## src/rtl/cfg_hdr_pkg.sv

```systemverilog
package cfg_hdr_pkg;

  // dword indices whose behaviour depends on position
  localparam int unsigned IDX_IDENT   = 0;
  localparam int unsigned IDX_CMDSTAT = 1;
  localparam int unsigned IDX_CLASS   = 2;
  localparam int unsigned IDX_IOBAR0  = 4;
  localparam int unsigned IDX_SUBSYS  = 11;
  localparam int unsigned IDX_IRQ     = 15;
  localparam int unsigned IDX_VND0    = 16;
  localparam int unsigned IDX_VND3    = 19;

  // merge enabled lanes of new data over the old dword
  function automatic logic [31:0] lane_merge(input logic [31:0] old_v,
                                             input logic [31:0] new_v,
                                             input logic [3:0]  be);
    logic [31:0] r;
    for (int i = 0; i < 4; i++)
      r[i*8 +: 8] = be[i] ? new_v[i*8 +: 8] : old_v[i*8 +: 8];
    return r;
  endfunction

  // read lane mask from byte enables
  function automatic logic [31:0] lane_mask(input logic [3:0] be);
    logic [31:0] r;
    for (int i = 0; i < 4; i++)
      r[i*8 +: 8] = {8{be[i]}};
    return r;
  endfunction

  // size mask for a window of win bytes
  function automatic logic [31:0] size_mask(input int unsigned win);
    return ~(32'(win)) + 32'd1;
  endfunction

  // next value of an I/O BAR after a write
  function automatic logic [31:0] iobar_next(input logic [31:0] old_v,
                                             input logic [31:0] merged,
                                             input int unsigned win);
    logic [31:0] kept;
    kept = {30'd0, old_v[1:0]};
    if (merged == '1) return size_mask(win) | kept;
    return merged | kept;
  endfunction

  // decoded window base
  function automatic logic [31:0] win_base(input logic [31:0] bar,
                                           input int unsigned win);
    return bar & size_mask(win);
  endfunction

endpackage

```

## src/rtl/cfg_iobar_reg.sv

```systemverilog
module cfg_iobar_reg
  import cfg_hdr_pkg::*;
#(
  parameter int unsigned WIN       = 8,
  parameter logic [31:0] RESET_VAL = 32'h0000_0001
) (
  input  logic        clk,
  input  logic        rst,
  input  logic        wr_en,
  input  logic [3:0]  be,
  input  logic [31:0] wdata,
  output logic [31:0] bar_q,
  output logic [31:0] base,
  output logic        probe_hit
);
  logic [31:0] merged;

  assign merged    = lane_merge(bar_q, wdata, be);
  assign probe_hit = wr_en && (merged == '1);

  always_ff @(posedge clk) begin
    if (rst)        bar_q <= RESET_VAL;
    else if (wr_en) bar_q <= iobar_next(bar_q, merged, WIN);
  end

  assign base = win_base(bar_q, WIN);
endmodule

```

## src/rtl/cfg_const_rom.sv

```systemverilog
module cfg_const_rom
  import cfg_hdr_pkg::*;
#(
  parameter int unsigned IDX_W      = 6,
  parameter logic [31:0] IDENT_WORD = 32'h3253_4348,
  parameter logic [31:0] CMD_STAT   = 32'h0200_0001,
  parameter logic [31:0] CLASS_REV  = 32'h0700_0210,
  parameter logic [7:0]  VND_BYTE   = 8'h23,
  parameter logic [7:0]  VND_TOP    = 8'h80
) (
  input  logic [IDX_W-1:0] idx,
  output logic [31:0]      value
);
  always_comb begin
    value = '0;
    case (int'(idx))
      IDX_IDENT, IDX_SUBSYS: value = IDENT_WORD;
      IDX_CMDSTAT:           value = CMD_STAT;
      IDX_CLASS:             value = CLASS_REV;
      IDX_VND0:              value = {VND_TOP, 16'h0000, VND_BYTE};
      default: begin
        if (int'(idx) > IDX_VND0 && int'(idx) <= IDX_VND3)
          value = {24'h0, VND_BYTE};
      end
    endcase
  end
endmodule

```

## src/rtl/cfg_hdr_resp.sv

```systemverilog
module cfg_hdr_resp
  import cfg_hdr_pkg::*;
#(
  parameter int unsigned ADDR_W    = 10,
  parameter int unsigned CFG_BYTES = 256,
  parameter int unsigned IO_WIN    = 8,
  parameter logic [7:0]  IRQ_PIN   = 8'h01
) (
  input  logic              clk,
  input  logic              rst,
  input  logic              acc_en,
  input  logic              acc_wr,
  input  logic [ADDR_W-1:0] acc_dw_addr,
  input  logic [3:0]        acc_be,
  input  logic [31:0]       acc_wdata,
  output logic [31:0]       acc_rdata,
  output logic              acc_rvalid,
  output logic [31:0]       io_base0,
  output logic [31:0]       io_base1
);
  localparam int unsigned N_DW    = CFG_BYTES / 4;
  localparam int unsigned IDX_W   = $clog2(N_DW);
  localparam int unsigned N_IOBAR = 2;

  logic             rd_req, wr_req, in_range;
  logic [IDX_W-1:0] idx;
  logic [31:0]      rom_val, rd_word;
  logic [7:0]       irq_line;
  logic [31:0]      bar_q [N_IOBAR];
  logic [31:0]      base  [N_IOBAR];
  logic [N_IOBAR-1:0] bar_wr, bar_probe;

  // named events for the checker
  logic        wr_bar0, wr_bar1, wr_irq;
  logic [31:0] bar0_q, bar1_q;

  assign rd_req   = acc_en && !acc_wr;
  assign wr_req   = acc_en &&  acc_wr;
  assign in_range = acc_dw_addr < ADDR_W'(N_DW);
  assign idx      = acc_dw_addr[IDX_W-1:0];
  assign wr_irq   = wr_req && in_range && (int'(idx) == IDX_IRQ) && acc_be[0];

  genvar g;
  generate
    for (g = 0; g < N_IOBAR; g++) begin : g_iobar
      assign bar_wr[g] = wr_req && in_range && (int'(idx) == IDX_IOBAR0 + g);
      cfg_iobar_reg #(.WIN(IO_WIN), .RESET_VAL(32'h0000_0001)) u_bar (
        .clk       (clk),
        .rst       (rst),
        .wr_en     (bar_wr[g]),
        .be        (acc_be),
        .wdata     (acc_wdata),
        .bar_q     (bar_q[g]),
        .base      (base[g]),
        .probe_hit (bar_probe[g])
      );
    end
  endgenerate

  assign wr_bar0  = bar_wr[0];
  assign wr_bar1  = bar_wr[1];
  assign bar0_q   = bar_q[0];
  assign bar1_q   = bar_q[1];
  assign io_base0 = base[0];
  assign io_base1 = base[1];

  cfg_const_rom #(.IDX_W(IDX_W)) u_rom (
    .idx   (idx),
    .value (rom_val)
  );

  always_ff @(posedge clk) begin
    if (rst)         irq_line <= 8'h00;
    else if (wr_irq) irq_line <= acc_wdata[7:0];
  end

  always_comb begin
    rd_word = '0;
    if (in_range) begin
      if (int'(idx) == IDX_IOBAR0)          rd_word = bar_q[0];
      else if (int'(idx) == IDX_IOBAR0 + 1) rd_word = bar_q[1];
      else if (int'(idx) == IDX_IRQ)        rd_word = {16'h0000, IRQ_PIN, irq_line};
      else                                  rd_word = rom_val;
    end
  end

  always_ff @(posedge clk) begin
    if (rst) begin
      acc_rvalid <= 1'b0;
      acc_rdata  <= '0;
    end else begin
      acc_rvalid <= rd_req;
      if (rd_req) acc_rdata <= rd_word & lane_mask(acc_be);
    end
  end

  logic unused_probe;
  assign unused_probe = ^bar_probe;
endmodule

```

## config.mk

```make
export PLATFORM = sky130hd
export DESIGN_NAME = cfg_hdr_resp
export DESIGN_NICKNAME = d
export VERILOG_FILES = /design/src/rtl/cfg_hdr_pkg.sv /design/src/rtl/cfg_iobar_reg.sv /design/src/rtl/cfg_const_rom.sv /design/src/rtl/cfg_hdr_resp.sv
export SDC_FILE = /design/constraint.sdc
export NUM_CORES = 1
export LEC_CHECK = 0
export BUFFER_PORTS_ARGS = -buffer_cell sky130_fd_sc_hd__buf_4
export CAP_MARGIN = 5
export CORE_MARGIN = 5
export CORE_UTILIZATION = 27
export DETAILED_ROUTE_END_ITERATION = 8
export GPL_ROUTABILITY_DRIVEN = 0
export GPL_TIMING_DRIVEN = 1
export RECOVER_POWER = 50
export SLEW_MARGIN = 40
export SYNTH_ARGS = -nofsm -noshare
export SYNTH_HDL_FRONTEND = slang
export SYNTH_SLANG_ARGS = --single-unit
```

## constraint.sdc

```tcl
create_clock -name clk -period 5.5 [get_ports clk]
set_input_delay 0.825 -clock clk [delete_from_list [all_inputs] [get_ports clk]]
set_output_delay 0.825 -clock clk [all_outputs]
set_load 0.1 [all_outputs]
```

==> results.toml, run 1 <==
[outcome]
status = "finished with violations"
failed_checks = "max-capacitance violations"

[cells_and_area]
final_common_cell = "dfxtp_1"
instances_no_fill = 1029
final_cell_mix = "dfxtp_1, nand2_1, clkbuf_1"
drive_gt1_share_pct = 11.3
synthToLayoutAreaGrowth_pct = 12.0
fin_nets = 805
diodes = 0

[routing]
wire_per_inst_um = 19.0
num_vias = 5226
drt-total-wl_um = 19500
ant_nets = 0
drtIter0Drc = 527
via_per_inst = 5.08
firstDrtPassIters = 5
route.detailed.drc = 0

[die]
fp.dieH_um = 153
die_area_um2 = 23400
rows = 52
core_region_area_um2 = 20200
pin_count = 147
start_util_pct = 27.4
die_w_um = 153

[timing]
max_freq_mhz = 321
rsz0062_at_grt = "no"
finalSetupViolCount = 0
skew_ps = 10.2
fin_crit_sh_pct = 56.7
setup_tns_ps = 0
drv_slew = 0
relSlewSlack_pct = 0.557
hold_viol = 0
worst-slew-pin-transition_ps = 1480
post-route-min-period_ps = 3120

[grt]
use_met1_pct = 22.5
grt_usage_pct = 16.1
use_met2_pct = 25.1
met3_usage_pct = 3.48
grt_max_degree = 98
antenna_found_initial = 0
first_global_vias = 4905
grt_pass1_wl_um = 30000
gr-max-usage-layer = "met2"
overflow = 0

[clock_network]
cts_tree = "done"
clk_path_buf_depth = 2
cts.repair.resized = 0
cts.clk_slew.worst_paths_ps = 70
cts_sinks = 105
cts_made_buffers = 9
ctsHoldBuffers = 0
htree_levels = 3
clock_latency_ps = 360
cts_setup_buffers = 0
root_buffer = "clkbuf_16"

[min_path]
min_delay_path_depth = 2
hp-class = "reg -> reg"

[placed_design]
portBuffers = 140
placed_cells = 1014
hpwl_um = 14500

[yosys]
netlist_instances = 705
netlist-cell-type-count = 54
synth_enable_flop_cells = 0
async_reset_ff_share_pct = 0
yosysSeqAreaShare_pct = 38.1
synth_area_um2 = 5520
ys_warn_count = 0
ys_seq_elements = 105
synth_ff_type = "dfxtp_1"
synth.avg_cell_area_um2 = 7.83

[setup_path]
worstSetupStartpointType = "input port"
crit_chain = "buf_4, nor2_2, and4_1, and2_1, buf_4, nand3b_2, o221a_2"
cp.arrival_ps = 3370
r2r_cells = 6
crit_top_cell = "buf_4"
critPathKind = "in -> reg"
endpoint_kind = "flip-flop"
slowest_delay_ps = 750
required_ps = 5750
slowest_stage = "and4_1"
crit_path_max_fanout = 16

[power_and_ir_drop]
cellInternalPower_mw = 1.11
leakagePower_nw = 2.12
pwr-share-clk_pct = 40.4
seqPwrFrac_pct = 50.4
total_power_mw = 1.51
comb_power_share_pct = 9.2
irDropWorstVdd_mv = 0.102
p_sw_uw = 400
power.density_nw_per_um2 = 244
swShare_pct = 26.5

[job]
maxCapViolCount = 1
synth_stat cells (3+ instances only):
library cell  number  area share (%)
a32oi_1            3            0.48
nand2_1           94             6.4
and2_1             5            0.57
nand2b_1           5            0.57
and3_1             3            0.34
buf_4             67             9.1
nand3b_1           6            0.82
nor2b_1            5            0.57
o221a_2            8             1.6
a22oi_1           28             3.8
nor2_1            54             3.7
nand4b_1           4            0.63
nor4_2             3            0.68
a21oi_1           60             5.4
nand3_1           50             4.5
clkbuf_1          28             1.9
mux2i_1            5            0.91
a22o_1             3            0.48
a31oi_1           21             2.4
buf_2             14             1.3
inv_1             24             1.6
o211ai_1           3            0.41
o22ai_1            4            0.45
nand4_1           11             1.2
o2111ai_1          5            0.79
dfxtp_1          105              38
o21a_1            26             3.5
o21ai_0           28             2.5
per-layer routing:
metal	part of all wire, %	wire, um
met2	46	8910
met5	0	0
met1	46	8930
met3	7.0	1370
met4	1.7	328
critical path: cells and delay by family:
kind	cells	cell delay, ps
buffers and inverters	2	460
AND/OR/NAND/NOR	4	1780
AO/OA/AOI/OAI	1	290
power by group through the flow:
stage | combinational, mW | sequential (mW) | clock [mW]
final | 0.139 | 0.760 | 0.609
after global routing | 0.150 | 0.760 | 0.657
after CTS | 0.140 | 0.760 | 0.620
after detailed placement | 0.140 | 0.778 | 0
after global placement | 0.139 | 0.778 | 0
after floorplan | 0.0819 | 0.781 | 0
cell type report:
cell class	count	area, um^2
clock buffers	9	225
multi-input cells	469	2630
fillers	2290	14000
flip-flops and latches	105	2100
inverters	24	90.1
repair buffers	146	754
clock inverters	6	42.5
well taps	270	338
through the flow:
step / hold WS (ps) / util (%) / cell area [um^2] / setup WS (ps)
finish: 454 / 30.7 / 6190 / 2380
detailed placement: 445 / 31.2 / 6290 / 2050
global placement: 439 / 31.0 / 6260 / 1890
global route: 472 / 30.7 / 6190 / 2230
floorplan: 431 / - / 5540 / 3150
CTS: 456 / 32.5 / 6560 / 2420
path summary, 6_finish.rpt:
path / slack, ps / start / endpoint
hold reg to reg: 450 / irq_line[6]$_SDFFE_PP0P_ / irq_line[6]$_SDFFE_PP0P_
setup / recovery: 2380 / acc_dw_addr[5] / g_iobar[1].u_bar.bar_q[8]$_SDFFE_PP0P_
setup reg to reg: 3330 / g_iobar[1].u_bar.bar_q[30]$_SDFFE_PP0P_ / g_iobar[1].u_bar.bar_q[0]$_SDFFE_PP1P_
hold / removal: 450 / irq_line[6]$_SDFFE_PP0P_ / irq_line[6]$_SDFFE_PP0P_
cell families after synthesis:
logic type,after synthesis,share of synthesized area [%]
simple gates,252,21.9
compound gates,202,24.0
buf+inv,136,14.4
flops,105,38.1
mux,6,1.11
xor+xnor,3,0.476
other cells,1,0.0679
flip-flops by register name, indices dropped and copies added (netlist names):
name                 flops
acc_rvalid               1
irq_line                 8
acc_rdata               32
g_iobar.u_bar.bar_q     64
Note: power is estimated with default switching activity, not from simulation.
==> run 2, diff against run 1 <==
==> constraint.sdc (replaced) <==
create_clock -name clk -period 3 [get_ports clk]
set_input_delay 0.45 -clock clk [delete_from_list [all_inputs] [get_ports clk]]
set_output_delay 0.45 -clock clk [all_outputs]
set_load 0.1 [all_outputs]
==> run 2 against run 1 <==
The flow now finishes without violations. Combinational power rose by 87%. Routed wire length up 0.79%. Via count increased by 0.29%. Sequential share of layout area decreased by 0.49 points. Die area unchanged. Non-clock buffer count grew 3. Hold slack worse by 90 ps. Clock-buffer cell count rose by 3. Global-route usage about the same. Critical path type is now reg -> out.
==> results.toml, run 2 (same netlist as run 1, synthesis figures left out) <==
[timing]
max_freq_mhz = 445
worst-slew-pin-transition_ps = 1480
hold_viol = 0
relSlewSlack_pct = 1.19
setup_tns_ps = 0
post-route-min-period_ps = 2250
fin_crit_sh_pct = 75.0
drv_slew = 0
hold_slack_ps = 364
rsz0062_at_grt = "no"
finalSetupViolCount = 0
skew_ps = 7.77

[cells_and_area]
diodes = 0
reg_top3 = "g_iobar.u_bar.bar_q: 64 flops, acc_rdata: 32 flops, irq_line: 8 flops"
instances_no_fill = 1032
largest_reg_flops = 64
post-route-util_pct = 31.1
drive_gt1_share_pct = 12.1
final_cell_mix = "dfxtp_1, nand2_1, clkbuf_1"
seq_area_um2 = 2100
regMostFlops = "g_iobar.u_bar.bar_q"
synthToLayoutAreaGrowth_pct = 13.6
n_fill_cell = 2273
fin_nets = 808
final_common_cell = "dfxtp_1"
multi_input_area_um2 = 2640

[setup_path]
worstSetupStartpointType = "flip-flop"
endpoint_kind = "output port"
slowest_stage = "clkbuf_1"
slowest_delay_ps = 950
required_ps = 2550
crit_chain = "clkbuf_1"
cp.arrival_ps = 1800
path_buf_inv = 1
crit_path_max_fanout = 4
crit_family = "buffers and inverters"
critPathKind = "reg -> out"

[power_and_ir_drop]
leakagePower_nw = 2.18
p_sw_uw = 726
total_power_mw = 2.92
pwr-share-clk_pct = 43.3
irDropWorstVdd_mv = 0.205
seqPwrFrac_pct = 47.8
power.density_nw_per_um2 = 465
comb_power_share_pct = 8.9
swShare_pct = 24.9
cellInternalPower_mw = 2.19

[clock_network]
cts_setup_buffers = 0
ctsHoldBuffers = 0
clk_path_buf_depth = 2
cts_tree = "done"
cts_made_buffers = 9
cts_sinks = 105
root_buffer = "clkbuf_16"
clock_latency_ps = 350
htree_levels = 3
cts.repair.resized = 0
cts.clk_slew.worst_paths_ps = 70

[routing]
num_vias = 5241
firstDrtPassIters = 6
drtIter0Drc = 597
ant_nets = 0
route.detailed.drc = 0
via_per_inst = 5.08
wire_per_inst_um = 19.1
drt-total-wl_um = 19700

[grt]
grt_pass1_wl_um = 29700
first_global_vias = 4870
overflow = 0
grt_usage_pct = 16.1
antenna_found_initial = 0
grt_max_degree = 72

[placed_design]
placed_cells = 1017
hpwl_um = 14500
portBuffers = 140

[outcome]
status = "completed"

[die]
pin_count = 147
die_w_um = 153
start_util_pct = 27.4
die_area_um2 = 23400
rows = 52
core_region_area_um2 = 20200
fp.dieH_um = 153

[job]
maxCapViolCount = 0

[min_path]
hp-class = "in -> reg"
## run 2: cell types whose count changed in the layout (fill, tap and decap cells not counted), sizes merged
cell / before / now
inv: 26 / 25
buf: 52 / 58
clkinvlp: 2 / 0
bufinv: 0 / 1
clkinv: 2 / 1
## run 2: stage by stage
stage | setup WS (ps) | area (um^2)
after floorplan | 1030 | 5540
after global placement | 643 | 6310
after detailed placement | 603 | 6310
after CTS | 910 | 6620
after global routing | 626 | 6280
final | 751 | 6280
## run 2: layout make-up
cell class	count	area share (%)
Multi-Input combinational cell	469	42.0
Sequential cell	105	33.5
Timing Repair Buffer	149	12.6
Tap cell	270	5.38
Clock buffer	12	4.25
Inverter	24	1.44
Clock inverter	3	0.758
## run 2: final timing paths
kind / start / to / slack (ps) / cells past startpoint
setup / recovery: g_iobar[0].u_bar.bar_q[25]$_SDFFE_PP0P_ / io_base0[25] / 750 / 1
hold / removal: acc_wdata[0] / g_iobar[0].u_bar.bar_q[0]$_SDFFE_PP1P_ / 360 / 2
setup reg to reg: g_iobar[1].u_bar.bar_q[30]$_SDFFE_PP0P_ / g_iobar[1].u_bar.bar_q[28]$_SDFFE_PP0P_ / 900 / 6
hold reg to reg: acc_rdata[9]$_SDFFE_PP0P_ / acc_rdata[9]$_SDFFE_PP0P_ / 450 / 2
## run 2: power by group through the flow
stage	Clock, mW	Combinational [mW]	Sequential (mW)
detailed placement	0	0.259	1.43
CTS	1.29	0.260	1.39
global route	1.36	0.279	1.39
floorplan	0	0.150	1.43
global placement	0	0.259	1.43
finish	1.26	0.260	1.39
## run 2: per-layer routing
| metal | vias to the layer above | track usage, % | share of wire, % | wire length (um) |
|---|---|---|---|---|
| li1 | 2529 | - | - | - |
| met1 | 2490 | 22.7 | 46 | 9030 |
| met2 | 194 | 24.6 | 46 | 8970 |
| met3 | 28 | 3.19 | 6.1 | 1200 |
| met4 | 0 | 5.77 | 2.4 | 477 |
| met5 | - | 0 | 0 | 0 |
==> run 3, diff against run 2 <==
==> constraint.sdc (replaced) <==
create_clock -name clk -period 2.05 [get_ports clk]
set_input_delay 0.3075 -clock clk [delete_from_list [all_inputs] [get_ports clk]]
set_output_delay 0.3075 -clock clk [all_outputs]
set_load 0.1 [all_outputs]
==> run 3 against run 2 <==
Routed wire length is 1.9% higher. Global-route usage rose by 0.56 points. Hold slack got worse by 140 ps. Sequential share of layout area is 2.4 points lower. Clock-buffer cell count is 1 lower. Via count grew 4.2%. Critical path type is now reg -> reg. Largest cell class unchanged. Largest power group unchanged.
==> results.toml, run 3 (same netlist as run 1, synthesis figures left out) <==
[clock_network]
cts_tree = "done"
cts_setup_buffers = 0
cts_sinks = 105
htree_levels = 3
cts_made_buffers = 9
clock_latency_ps = 360
clk_path_buf_depth = 2
root_buffer = "clkbuf_16"
cts.clk_slew.worst_paths_ps = 70

[timing]
hold_slack_ps = 222
hold_viol = 0
drv_slew = 0
setup_tns_ps = 0
worst-slew-pin-transition_ps = 913
relSlewSlack_pct = 39.1
skew_ps = 5.55
fin_crit_sh_pct = 95.8
rsz0062_at_grt = "no"
finalSetupViolCount = 0
post-route-min-period_ps = 1960
max_freq_mhz = 509

[routing]
ant_nets = 0
drtIter0Drc = 415
via_per_inst = 5.04
wire_per_inst_um = 18.5
drt-total-wl_um = 20000
num_vias = 5461
route.detailed.drc = 0
firstDrtPassIters = 5

[grt]
grt_max_degree = 38
antenna_found_initial = 0
grt_usage_pct = 16.7
first_global_vias = 5276
grt_pass1_wl_um = 30800
overflow = 0

[power_and_ir_drop]
leakagePower_nw = 2.75
total_power_mw = 4.10
power.density_nw_per_um2 = 608
irDropWorstVdd_mv = 0.326

[die]
rows = 52
die_area_um2 = 23400
pin_count = 147
start_util_pct = 27.4
fp.dieH_um = 153
die_w_um = 153
core_region_area_um2 = 20200

[setup_path]
required_ps = 2300
critPathKind = "reg -> reg"
worstSetupStartpointType = "flip-flop"
r2r_cells = 6
worstSetupEndpoint = "g_iobar[0].u_bar.bar_q[0]$_SDFFE_PP1P_"
r2r_start = "g_iobar[0].u_bar.bar_q[14]$_SDFFE_PP0P_"
crit_path_max_fanout = 4
cp.arrival_ps = 2210
r2r-end = "g_iobar[0].u_bar.bar_q[0]$_SDFFE_PP1P_"
endpoint_kind = "flip-flop"
critPathLaunch = "g_iobar[0].u_bar.bar_q[14]$_SDFFE_PP0P_"
r2r_slack_ps = 90

[placed_design]
portBuffers = 140
placed_cell_area_um2 = 6710
hpwl_um = 15300

[min_path]
hp-class = "in -> reg"

[cells_and_area]
synthToLayoutAreaGrowth_pct = 22.3
post-route-util_pct = 33.5
diodes = 0
design_area_um2 = 6760
regMostFlops = "g_iobar.u_bar.bar_q"
final_cell_mix = "buf_4, dfxtp_1, nand2_1"
fin_nets = 859
reg_top3 = "g_iobar.u_bar.bar_q: 64 flops, acc_rdata: 32 flops, irq_line: 8 flops"
final_common_cell = "buf_4"
drive_gt1_share_pct = 28.6
largest_reg_flops = 64

[outcome]
status = "completed"

[job]
maxCapViolCount = 0
[run 3: changes by cell type in the layout (fill, tap and decap cells not counted), sizes merged]
cell | before | now
bufinv | 1 | 0
clkinv | 1 | 3
buf | 58 | 108
clkinvlp | 0 | 1
[run 3: metrics by stage]
step                      worst slack (ps)  std cells
final                                 85.1       1084
after global routing                  29.7       1084
after CTS                             99.5       1084
after detailed placement             -54.2       1068
after global placement               -57.6       1068
after floorplan                        218        710
[run 3: metal layers]
metal	GRT usage, %	part of all wire, %
met2	25.6	45
met1	23.0	46
met3	3.99	6.4
met5	0	0
met4	6.02	2.5
[run 3: critical path, stage by stage (launching register included)]
cell and delay (ps):
dfxtp_1 430, mux2i_1 160, nor4_1 420, nand3_1 190, nor4_4 300, nor2_1 70, a211o_1 290
[run 3: worst min-delay path by stage]
stage / startpoint / to / slack [ps] / cells past startpoint
final: acc_wdata[0] / g_iobar[0].u_bar.bar_q[0]$_SDFFE_PP1P_ / 220 / 2
after global routing: acc_wdata[0] / g_iobar[0].u_bar.bar_q[0]$_SDFFE_PP1P_ / 220 / 2
after CTS: acc_wdata[0] / g_iobar[0].u_bar.bar_q[0]$_SDFFE_PP1P_ / 210 / 2
after detailed placement: irq_line[6]$_SDFFE_PP0P_ / irq_line[6]$_SDFFE_PP0P_ / 450 / 2
after global placement: irq_line[0]$_SDFFE_PP0P_ / irq_line[0]$_SDFFE_PP0P_ / 440 / 2
after floorplan: acc_wdata[0] / g_iobar[0].u_bar.bar_q[0]$_SDFFE_PP1P_ / 430 / 1
[run 3: report_power, final]
group	switching, mW	internal, mW	total, mW
Combinational	0.273	0.142	0.415
Clock	0.826	0.825	1.65
Sequential	0.000464	2.04	2.04
Total	1.10	3.01	4.10
[run 3: area by class of cell]
cell class	count	area, um^2
fill	2205	13400
inverter	24	90.1
multi-input combinational	469	2650
timing repair buffer	200	1310
clock buffer	11	233
tap	270	338
clock inverter	5	31.3
sequential	105	2100
[run 3: timing repair]
item	CTS	global route
hold buffers	0	0
endpoints found under the setup margin	0	16
gates resized for setup	0	3
endpoints found under the hold margin	0	0
